<file path="src/rtl/ewc_pkg.sv">
package ewc_pkg;

    localparam int LIM_W          = 6;
    localparam int CODE_W         = 2;
    localparam int EDGES_PER_BIT  = 2;
    localparam int BITS_PER_STEP  = 3;
    localparam int MAX_NEED       = ((1 << CODE_W) - 1) * BITS_PER_STEP * EDGES_PER_BIT;
    localparam int NEED_W         = $clog2(MAX_NEED + 1);

    typedef enum logic [1:0] {
        ST_IDLE = 2'd0,
        ST_ARM  = 2'd1,
        ST_MEAS = 2'd2
    } seq_state_e;

    typedef enum logic [1:0] {
        IV_NONE  = 2'd0,
        IV_EARLY = 2'd1,
        IV_GOOD  = 2'd2,
        IV_LATE  = 2'd3
    } iv_result_e;

    typedef struct packed {
        logic pass;
        logic fail;
    } verdict_t;

    function automatic logic [NEED_W-1:0] need_intervals(input logic [CODE_W-1:0] code);
        logic [NEED_W+CODE_W-1:0] prod;
        prod = code * (BITS_PER_STEP * EDGES_PER_BIT);
        return prod[NEED_W-1:0];
    endfunction

endpackage

</file>
<file path="src/rtl/ewc_seq_fsm.sv">
module ewc_seq_fsm
    import ewc_pkg::*;
#(
    parameter int CW = CODE_W,
    parameter int NW = NEED_W
) (
    input  logic          clk,
    input  logic          rst,
    input  logic          start,
    input  logic          edge_i,
    input  iv_result_e    result,
    input  logic [CW-1:0] code,
    output logic          run,
    output logic          clear,
    output verdict_t      verdict,
    output logic          busy
);
    seq_state_e    state_q;
    logic [NW-1:0] done_q;
    logic [NW-1:0] need_q;
    logic [NW:0]   done_inc;

    assign done_inc = {1'b0, done_q} + 1'b1;

    always_ff @(posedge clk) begin
        if (rst) begin
            state_q <= ST_IDLE;
            done_q  <= '0;
            need_q  <= '0;
            verdict <= '0;
        end else begin
            verdict <= '0;
            if (start) begin
                state_q <= ST_ARM;
                done_q  <= '0;
                need_q  <= need_intervals(code);
            end else begin
                case (state_q)
                    ST_ARM: begin
                        if (edge_i) begin
                            if (need_q == '0) begin
                                verdict.pass <= 1'b1;
                                state_q      <= ST_IDLE;
                            end else begin
                                state_q <= ST_MEAS;
                            end
                        end
                    end
                    ST_MEAS: begin
                        case (result)
                            IV_EARLY, IV_LATE: begin
                                verdict.fail <= 1'b1;
                                state_q      <= ST_IDLE;
                            end
                            IV_GOOD: begin
                                if (done_inc == {1'b0, need_q}) begin
                                    verdict.pass <= 1'b1;
                                    state_q      <= ST_IDLE;
                                end else begin
                                    done_q <= done_inc[NW-1:0];
                                end
                            end
                            default: ;
                        endcase
                    end
                    default: ;
                endcase
            end
        end
    end

    assign busy  = (state_q != ST_IDLE);
    assign run   = (state_q == ST_MEAS);
    assign clear = start || (state_q != ST_MEAS);
endmodule

</file>
<file path="config.mk">
export PLATFORM = sky130hd
export DESIGN_NAME = ewc_seq_fsm
export DESIGN_NICKNAME = d
export VERILOG_FILES = /design/src/rtl/ewc_pkg.sv /design/src/rtl/ewc_seq_fsm.sv
export SDC_FILE = /design/constraint.sdc
export NUM_CORES = 1
export LEC_CHECK = 0
export BUFFER_PORTS_ARGS = -buffer_cell sky130_fd_sc_hd__clkbuf_2
export CAP_MARGIN = 20
export CORE_ASPECT_RATIO = 0.7
export CORE_UTILIZATION = 34
export DETAILED_ROUTE_END_ITERATION = 7
export HOLD_SLACK_MARGIN = 0.05
export PLACE_DENSITY = 0.56
export SLEW_MARGIN = 0
export SYNTH_ARGS = -nofsm -noshare
export SYNTH_HDL_FRONTEND = slang
export SYNTH_SLANG_ARGS = --single-unit
</file>
<file path="constraint.sdc">
create_clock -name clk -period 2.6 [get_ports clk]
set_clock_uncertainty 0.05 [all_clocks]
set_input_delay 0.39 -clock clk [delete_from_list [all_inputs] [get_ports clk]]
set_output_delay 0.39 -clock clk [all_outputs]
set_load 0.02 [all_outputs]
</file>
# Word-level counts from Yosys, hierarchy flattened
# Index checks and enable logic that the tools add are counted.
# op_classes
n_div,0
n_reduce_logical,11
n_mux,12
shifts,0
n_lt_le_gt_ge,0
n_eq_ne,13
n_mul,1
bitwise_logic,2
add_sub_neg,1
# op_table
operator,count
$pmux W2 S2,2
$reduce_and A4 Y1,2
$add A5 B1 Y6 const B,1
$eq A2 B2 Y1 const B,3
$eq A6 B5 Y1,1
$mux W1,6
$mux W2,3
$ne A3 B3 Y1 const B,2
$logic_not A5 Y1,1
$eq A2 B1 Y1 const B,2
$mul A2 B2 Y4 const B,1
$ne A2 B2 Y1 const B,2
$ne A4 B2 Y1 const B,1
$ne A4 B4 Y1 const B,1
$reduce_bool A2 Y1,2
$reduce_or A2 Y1,2
$ne A3 B1 Y1 const B,1
$reduce_and A3 Y1,1
$reduce_bool A3 Y1,1
$reduce_or A3 Y1,1
$not A1 Y1,2
$pmux W1 S2,1
$logic_or A1 B1 Y1,1
# totals
rom_bits,0
elab_cells,46
latchBits,0
ramBits,0
memories,0
in_bits,8
reg_bits,13
out_inout_bits,5

# Longest topological paths before layout
# Gate-level depths: netlist of the first run.
# logic_depth
depth_word,6
ltp_mapped,6
mapped_depth_nobuf,6

# Worst setup path after synthesis of the first run
# No wires, ideal clock.
# synth_timing
kind,flip-flop to flip-flop
startpoint,register done_q[0]
endpoint,register done_q[2]
t_required_ps,2478
setup_time_ps,72
stages_incl_launch_ff,7
arrival_time_ps,1612
slack_ps,867
n_path_buf,0
period_less_slack_ps,1733
cell_sequence,dfxtp_1 > ha_1 > nand3_1 > or3b_1 > o31a_2 > o211ai_1 > mux2i_1
# synth_via
elab_chain_cells,4
# synth_rtl
item,line_no,rtl
"start, declared",ewc_seq_fsm.sv:19,logic [NW-1:0] done_q;
"start signal, assigned",ewc_seq_fsm.sv:60,done_q <= done_inc[NW-1:0];
$add A5 B1 Y6 (*),ewc_seq_fsm.sv:23,"assign done_inc = {1'b0, done_q} + 1'b1;"
$eq A6 B5 Y1,ewc_seq_fsm.sv:56,"if (done_inc == {1'b0, need_q}) begin"
$not A1 Y1 (no source line),--,
$reduce_and A3 Y1 (no source line),--,
# Every way passes the cells marked *; elsewhere a longest branch is shown, timed or not.
# A chain may end at the register's enable or synchronous reset.

# Final worst setup path of the first run
# layout_timing
startpoint,register done_q[0]
endpoint,register done_q[3]
# Same word-level chain as after synthesis.

==> reports/qor.log, run 1 <==
INFO  sta            setup_repair_after_global_routing_missed_its_margin=no
INFO  sta            finalHoldViolations=0
INFO  synth          number_of_flops_mapped_to_enable_cells_by_yosys=0
INFO  sta            post_route_fraction_of_the_period_consumed_by_the_critical_path=74.4%
INFO  setup_path     r2r_end=done_q[3]$_SDFFE_PP0P_
INFO  power          pwr-share-clk=33.0%
INFO  drt            post-route-drc-count=0
INFO  power          power_report.internal_total=0.000284W
INFO  synth          synthTopCellsByCount=13 x sky130_fd_sc_hd__dfxtp_1, 9 x sky130_fd_sc_hd__mux2i_1, 9 x sky130_fd_sc_hd__nor2_1
INFO  drt            wire_per_inst=12.2um
INFO  die            dieWidth=59.3um
INFO  power          comb_power_share=13.6%
INFO  setup_path     timing.critical_path.from_type=register
INFO  sta            timing_worst_slew_pin_value=0.641ns
INFO  drt            drt_iter0_drc=17
INFO  clocking       cts_resized=0
INFO  synth          synth-seq-area-share=33.3%
INFO  clocking       cts.root.buffer_cell=sky130_fd_sc_hd__clkbuf_4
INFO  drt            vias=685
INFO  sta            final.setup.tns=0ns
INFO  run_status     run_status=completed
INFO  setup_path     worstSetupEndpoint=done_q[3]$_SDFFE_PP0P_
INFO  clocking       clk_pin_slew=0.08ns
INFO  sta            maxClockFrequency=517MHz
INFO  global_routing met3_usage=6.79%
INFO  sta            timing_max_transition_violations_final=0
INFO  finish         area_growth_syn_to_layout=15.4%
INFO  run            drv.max_cap_violation_count=0
INFO  setup_path     timing.critical_path.max_delay_family=simple AND/OR/NAND/NOR gates
INFO  setup_path     cp_slowest_cell=sky130_fd_sc_hd__or3b_1
INFO  setup_path     critical_path.startpoint=done_q[0]$_SDFFE_PP0P_
INFO  global_routing grt_pass1_vias=605
INFO  die            num_io_pins=13
INFO  synth          synth_top_flop_cell=sky130_fd_sc_hd__dfxtp_1
INFO  setup_path     critPathBufInv=0
INFO  die            fp.dieH=42.1um
INFO  clocking       worst_case_clock_buffer_depth=2
INFO  die            placeable_core_region=2150um^2
INFO  clocking       clock_insertion_delay_worst_skew=0.28ns
INFO  sta            maxSlewHeadroom=57.1%
INFO  power          netSwitchingFraction=27.6%
INFO  clocking       htree_num_levels=1
INFO  sta            fin_crit=1.93ns
INFO  global_routing antenna_found_initial=0
INFO  setup_path     required_time_reported_for_the_critical_path_endpoint=2.77ns
INFO  global_routing global_route.overflow_total=0
INFO  drt            routed_wirelength=1660um
INFO  synth          synth_area=782um^2
INFO  clocking       cts_setup_buffers=0
INFO  place          preCtsSetupSlack=0.697ns
INFO  setup_path     path_depth_of_the_worst_reg2reg_path=6
INFO  synth          synthTopCellsByArea=sky130_fd_sc_hd__dfxtp_1 33%, sky130_fd_sc_hd__mux2i_1 12%, sky130_fd_sc_hd__ha_1 9.6%, sky130_fd_sc_hd__xnor2_1 4.5%, sky130_fd_sc_hd__nor2_1 4.3%
INFO  sta            setup_viol=0
INFO  synth          syn-mean-instance-area=8.69um^2
INFO  worst_hold_path hold_class=input port to register
INFO  power          max-vdd-ir-drop=0.000282V
INFO  synth          synth_fp_nets=104
INFO  global_routing grt_most_used_layer=met1
INFO  finish         drive_above_1_share=19.2%
INFO  place          globalplace.congestion=0.837
INFO  die            die-area=2500um^2
INFO  synth          yosys.area.top_type=sky130_fd_sc_hd__dfxtp_1
INFO  synth          ys_seq_elements=13
INFO  setup_path     end_kind=register
INFO  drt            detail-route-antenna-nets=0
INFO  die            row_count=14
INFO  synth          synth_cells=90
INFO  finish         utilization=41.9%
INFO  setup_path     critical_path.max_stage_delay=0.41ns
INFO  finish         insertedDiodeCount=0
INFO  power          psw=0.000109W
INFO  clocking       number_of_cts_inserted_buffers=3
INFO  global_routing grt.met2_usage=19.8%
INFO  setup_path     cp.depth=6
INFO  setup_path     worstPathArrival=2.10ns
INFO  setup_path     worst-r2r-setup-slack=0.67ns
INFO  setup_path     worst_r2r_startpoint=done_q[0]$_SDFFE_PP0P_
INFO  synth          synthesis.yosys.warnings=0
INFO  synth          share_of_the_synthesized_area_in_the_top_cell_type=33.3%
INFO  die            start_util=36.3%
INFO  place          dpl-instance-area=875um^2
INFO  place          port_buffers=12
INFO  synth          synth_most_common_cell=sky130_fd_sc_hd__dfxtp_1
INFO  place          detailed_place_hpwl=1290um
INFO  setup_path     timing.setup.critical_path_class=register to register
INFO  drt            per_cell_via_count_in_the_routed_design=5.04
INFO  global_routing global_route.usage.met1=22.3%
INFO  global_routing globalRouteTotalUtil=15.3%
INFO  synth          synth_async_sr_flop_share=0%
INFO  finish         postLayoutCellArea=902um^2
INFO  power          total_leakage_power=0.405nW
INFO  global_routing grt_start_max_net_pins=12
INFO  global_routing grt_pass1_wl=2800um
INFO  clocking       cts_tree=built
INFO  synth          synthDistinctLibCells=32
INFO  finish         design.final.nets=119
INFO  power          power.sequential.fraction=53.5%
INFO  drt            drt_pass1_iterations=4
INFO  setup_path     cp_cell_sequence=ha_1 -> nand3_1 -> or3b_1 -> o31a_2 -> o211ai_1 -> mux2i_1
INFO  sta            setup_slack=0.665ns
INFO  clocking       cts_hold_buf=0
INFO  power          power.density_cell_area=436nW/um^2
INFO  clocking       cts_sinks=13
INFO  setup_path     worstPathMaxFanout=5
-- cells in the final DEF, fill, tap and decap left out --
cell type	n
sky130_fd_sc_hd__or3_2	1
sky130_fd_sc_hd__or4b_2	1
sky130_fd_sc_hd__nand2_1	8
sky130_fd_sc_hd__nand4_1	2
sky130_fd_sc_hd__dfxtp_1	13
sky130_fd_sc_hd__nand3_1	3
sky130_fd_sc_hd__or3_1	2
sky130_fd_sc_hd__o31ai_1	1
sky130_fd_sc_hd__nor3b_1	2
sky130_fd_sc_hd__o21ai_0	2
sky130_fd_sc_hd__mux2i_1	9
sky130_fd_sc_hd__ha_1	6
sky130_fd_sc_hd__a21oi_1	1
sky130_fd_sc_hd__o211ai_1	2
sky130_fd_sc_hd__nor3_1	1
sky130_fd_sc_hd__clkbuf_4	3
sky130_fd_sc_hd__o22ai_1	1
sky130_fd_sc_hd__nor4_1	1
sky130_fd_sc_hd__nand2b_1	1
sky130_fd_sc_hd__inv_1	7
sky130_fd_sc_hd__xnor2_1	4
sky130_fd_sc_hd__or3b_1	1
sky130_fd_sc_hd__nand3b_1	1
sky130_fd_sc_hd__nand4b_1	1
sky130_fd_sc_hd__a32o_1	1
sky130_fd_sc_hd__and3_1	1
sky130_fd_sc_hd__o21ai_2	1
sky130_fd_sc_hd__nor2b_1	1
sky130_fd_sc_hd__nor2_1	9
sky130_fd_sc_hd__clkinv_2	1
sky130_fd_sc_hd__o31a_2	1
sky130_fd_sc_hd__clkbuf_2	12
sky130_fd_sc_hd__xor2_1	1
sky130_fd_sc_hd__a211oi_1	2
-- tightest hold or removal path: cells and delay by family --
kind                   cells  cell delay [ns]
buffers and inverters      1             0.10
muxes                      1             0.07
and+or+nand+nor            1             0.08
-- kinds of logic (layout without fill, tap and decap cells) --
group / count (synthesis) / after routing / synth area share (%)
AOI/OAI and AO/OA: 12 / 12 / 11.2
buffers and inverters: 9 / 23 / 4.32
and+or+nand+nor: 36 / 36 / 24.5
xor gates and xnor gates: 5 / 5 / 5.60
adders and majority gates: 6 / 6 / 9.60
muxes: 9 / 9 / 11.5
DFF: 13 / 13 / 33.3
-- metal layers --
metal	part of all wire, %	vias up	wire, um
met5	0	-	0
met4	0.60	0	10
met3	5.9	2	99
met2	42	21	695
met1	52	313	858
li1	-	349	-
-- power by group through the flow --
stage               registers (W)  logic [W]  clock network (W)
floorplan                0.000213  0.0000375                  0
global placement         0.000215  0.0000527                  0
detailed placement       0.000215  0.0000533                  0
CTS                      0.000210  0.0000536           0.000138
global route             0.000211  0.0000593           0.000151
finish                   0.000210  0.0000533           0.000130
-- per-stage QoR --
stage,hold WS [ns],cells,power (W)
6_report,0.342,136,0.000393
5_1_grt,0.353,136,0.000421
4_1_cts,0.334,136,0.000401
3_5_place_dp,0.446,132,0.000268
3_3_place_gp,0.435,132,0.000267
2_1_floorplan,0.418,90,0.000250
-- registers in the layout, indices dropped and copies added (netlist names) --
signal,count
need_q,4
done_q,5
verdict,2
state_q,2
-- layout make-up --
class                           count  area [um^2]
Clock buffer                        3         22.5
Clock inverter                      1         5.00
Fill cell                         223         1250
Timing Repair Buffer               12         60.1
Tap cell                           32         40.0
Sequential cell                    13          260
Multi-Input combinational cell     68          488
Inverter                            7         26.3
-- how the worst min path moves through the flow --
stage	startpoint	endpoint	depth (start not counted)
5_1_grt	result[0]	verdict[0]$_SDFF_PP0_	2
2_1_floorplan	done_q[1]$_SDFFE_PP0P_	done_q[1]$_SDFFE_PP0P_	2
4_1_cts	code[0]	need_q[1]$_SDFFE_PP0P_	3
3_3_place_gp	done_q[1]$_SDFFE_PP0P_	done_q[1]$_SDFFE_PP0P_	2
3_5_place_dp	done_q[1]$_SDFFE_PP0P_	done_q[1]$_SDFFE_PP0P_	2
6_report	code[0]	need_q[1]$_SDFFE_PP0P_	3
Power figures use the tool's default switching activity.
==> inputs of run 2 (changes only) <==
Settings changed: PLACE_DENSITY 0.56 to 0.58.
Clock period 2.6 ns to 1.6 ns, I/O delays scaled along.
==> run 2 against run 1 <==
The run now ends with setup timing left. Fmax increased by 13%. Via count increased by 14%. Clock power increased by 68%. Flip-flop and latch count unchanged. Global-route usage increased by 3.9 points. Combinational power increased by 130%. Critical path type unchanged. Critical endpoint is now done_q[2]$_SDFFE_PP0P_.
==> reports/qor.log, run 2 (synthesis results as in run 1) <==
INFO  die            row_count=14 [unchanged]
INFO  finish         area_growth_syn_to_layout=50.2% [was 15.4%]
INFO  drt            post-route-drc-count=0 [unchanged]
INFO  run_status     violations=setup timing
INFO  sta            setup_repair_after_global_routing_missed_its_margin=yes [was no]
INFO  power          total_leakage_power=0.535nW [was 0.405 nW]
INFO  run_status     run_status=finished, violations left [was completed]
INFO  die            fp.dieH=42.1um [unchanged]
INFO  clocking       worst_case_clock_buffer_depth=2 [unchanged]
INFO  finish         reg_area=274um^2 [was 260 um^2]
INFO  finish         utilization=54.5% [was 41.9%]
INFO  setup_path     worstPathMaxFanout=5 [unchanged]
INFO  power          max-vdd-ir-drop=0.000369V [was 0.000282 V]
INFO  setup_path     timing.setup.critical_path_class=register to register [unchanged]
INFO  drt            per_cell_via_count_in_the_routed_design=4.99 [was 5.04]
INFO  die            placeable_core_region=2150um^2 [unchanged]
INFO  sta            post_route_fraction_of_the_period_consumed_by_the_critical_path=107% [was 74.4%]
INFO  place          globalplace.congestion=0.787 [was 0.837]
INFO  drt            detail-route-antenna-nets=0 [unchanged]
INFO  clocking       cts.root.buffer_cell=sky130_fd_sc_hd__clkbuf_4 [unchanged]
INFO  setup_path     required_time_reported_for_the_critical_path_endpoint=1.76ns [was 2.77 ns]
INFO  clocking       number_of_cts_inserted_buffers=3 [unchanged]
INFO  drt            drt_iter0_drc=29 [was 17]
INFO  sta            timing_worst_slew_pin_value=0.492ns [was 0.641 ns]
INFO  setup_path     worstPathArrival=1.88ns [was 2.10 ns]
INFO  finish         multiInputGateArea=572um^2 [was 488 um^2]
INFO  finish         filler_instances=204 [was 223]
INFO  drt            drt_pass1_iterations=4 [unchanged]
INFO  clocking       cts_tree=built [unchanged]
INFO  die            start_util=36.3% [unchanged]
INFO  finish         design.final.nets=139 [was 119]
INFO  clocking       cts_sinks=13 [unchanged]
INFO  sta            setup_viol=8 [was 0]
INFO  setup_path     end_kind=register [unchanged]
INFO  place          detailed_place_hpwl=1520um [was 1290 um]
INFO  drt            wire_per_inst=13.5um [was 12.2 um]
INFO  finish         postLayoutCellArea=1170um^2 [was 902 um^2]
INFO  clocking       clock_insertion_delay_worst_skew=0.29ns [was 0.28 ns]
INFO  finish         insertedDiodeCount=0 [unchanged]
INFO  sta            maxClockFrequency=584MHz [was 517 MHz]
INFO  sta            timing_max_transition_violations_final=0 [unchanged]
INFO  sta            final.setup.tns=-0.572ns [was 0 ns]
INFO  global_routing global_route.overflow_total=0 [unchanged]
INFO  global_routing grt_start_max_net_pins=12 [unchanged]
INFO  place          dpl-instance-area=1000um^2 [was 875 um^2]
INFO  sta            timing.hold.ws=0.174ns [was 0.342 ns]
INFO  global_routing grt_pass1_vias=737 [was 605]
INFO  finish         drive_above_1_share=48.4% [was 19.2%]
INFO  global_routing globalRouteTotalUtil=19.2% [was 15.3%]
INFO  finish         registers.top_by_ff_count=done_q [unchanged]
INFO  place          port_buffers=12 [unchanged]
INFO  finish         reg.largest.list=done_q x5, need_q x4 [unchanged]
INFO  global_routing grt_pass1_wl=3440um [was 2800 um]
INFO  finish         highest_count_cells_in_the_layout_ignoring_fill_and_taps=18 x sky130_fd_sc_hd__buf_4, 11 x sky130_fd_sc_hd__clkbuf_2, 9 x sky130_fd_sc_hd__nor2_1, 9 x sky130_fd_sc_hd__mux2i_1 [was 13 x sky130_fd_sc_hd__dfxtp_1, 12 x sky130_fd_sc_hd__clkbuf_2, 9 x sky130_fd_sc_hd__nor2_1, 9 x sky130_fd_sc_hd__mux2i_1, 8 x sky130_fd_sc_hd__nand2_1]
INFO  clocking       htree_num_levels=1 [unchanged]
INFO  sta            fin_crit=1.71ns [was 1.93 ns]
INFO  run            drv.max_cap_violation_count=0 [unchanged]
INFO  finish         commonest_non_fill_non_tap_cell_in_the_layout=sky130_fd_sc_hd__buf_4 [was sky130_fd_sc_hd__dfxtp_1]
INFO  finish         largest_reg_flops=5 [unchanged]
INFO  die            num_io_pins=13 [unchanged]
INFO  sta            finalHoldViolations=0 [unchanged]
INFO  die            dieWidth=59.3um [unchanged]
INFO  drt            vias=778 [was 685]
INFO  die            die-area=2500um^2 [unchanged]
INFO  sta            maxSlewHeadroom=66.9% [was 57.1%]
INFO  sta            setup_slack=-0.111ns [was 0.665 ns]
INFO  global_routing antenna_found_initial=0 [unchanged]
INFO  setup_path     timing.critical_path.from_type=register [unchanged]
INFO  clocking       clk_pin_slew=0.09ns [was 0.08 ns]
INFO  drt            routed_wirelength=2110um [was 1660 um]
INFO  place          preCtsSetupSlack=-0.160ns [was 0.697 ns]
INFO  worst_hold_path hold_class=input port to register [unchanged]
INFO  power          power.density_cell_area=580nW/um^2 [was 436 nW/um^2]
[run 2: changes by cell type in the layout (fill, tap and decap cells not counted), sizes merged]
cell | previous run | this run
buf | 0 | 20
[run 2: critical path: stages, from the launching register on]
cell	delay (ns)
sky130_fd_sc_hd__dfxtp_2	0.37
sky130_fd_sc_hd__xor2_2	0.21
sky130_fd_sc_hd__or3b_4	0.42
sky130_fd_sc_hd__o31a_4	0.15
sky130_fd_sc_hd__o211ai_1	0.23
sky130_fd_sc_hd__mux2i_1	0.20
[run 2: what timing repair did]
item / in CTS / in global routing
pin swaps: 4 / 9
gates resized for setup: 12 / 13
setup endpoints to repair: 10 / 9
hold buffers: 0 / 0
setup buffers: 4 / 1
[run 2: stage by stage]
step	power [W]	cells
3_5_place_dp	0.000444	147
6_report	0.000681	156
5_1_grt	0.000712	156
2_1_floorplan	0.000407	90
4_1_cts	0.000670	155
3_3_place_gp	0.000441	147
[run 2: final cells by class]
type / instances / area share (%)
repair buffers: 32 / 20.0
clock buffers: 3 / 1.92
well taps: 32 / 3.41
clock inverters: 1 / 0.426
inverters: 7 / 2.24
flip-flops and latches: 13 / 23.3
multi-input cells: 68 / 48.7
[run 2: routing by layer]
metal  up-vias  share of wire [%]  track usage [%]
met3         2                3.9             5.56
met1       372                 50             26.7
met4         0               0.62             5.71
li1        391                  -                -
met2        13                 46             28.3
met5         -                  0                0
[run 2: worst paths after layout]
check,from,cells past startpoint,to,slack [ns]
min,code[0],3,need_q[1]$_SDFFE_PP0P_,0.17
min reg2reg,state_q[1]$_SDFFE_PP0P_,2,state_q[1]$_SDFFE_PP0P_,0.48
max reg2reg,need_q[4]$_SDFFE_PP0P_,5,done_q[2]$_SDFFE_PP0P_,-0.11
max,need_q[4]$_SDFFE_PP0P_,5,done_q[2]$_SDFFE_PP0P_,-0.11
[run 2: power breakdown]
part,total (W),internal (W),switching [W]
combinational,0.000122,0.0000613,0.0000603
clock,0.000218,0.0000930,0.000125
sequential,0.000342,0.000331,0.0000108
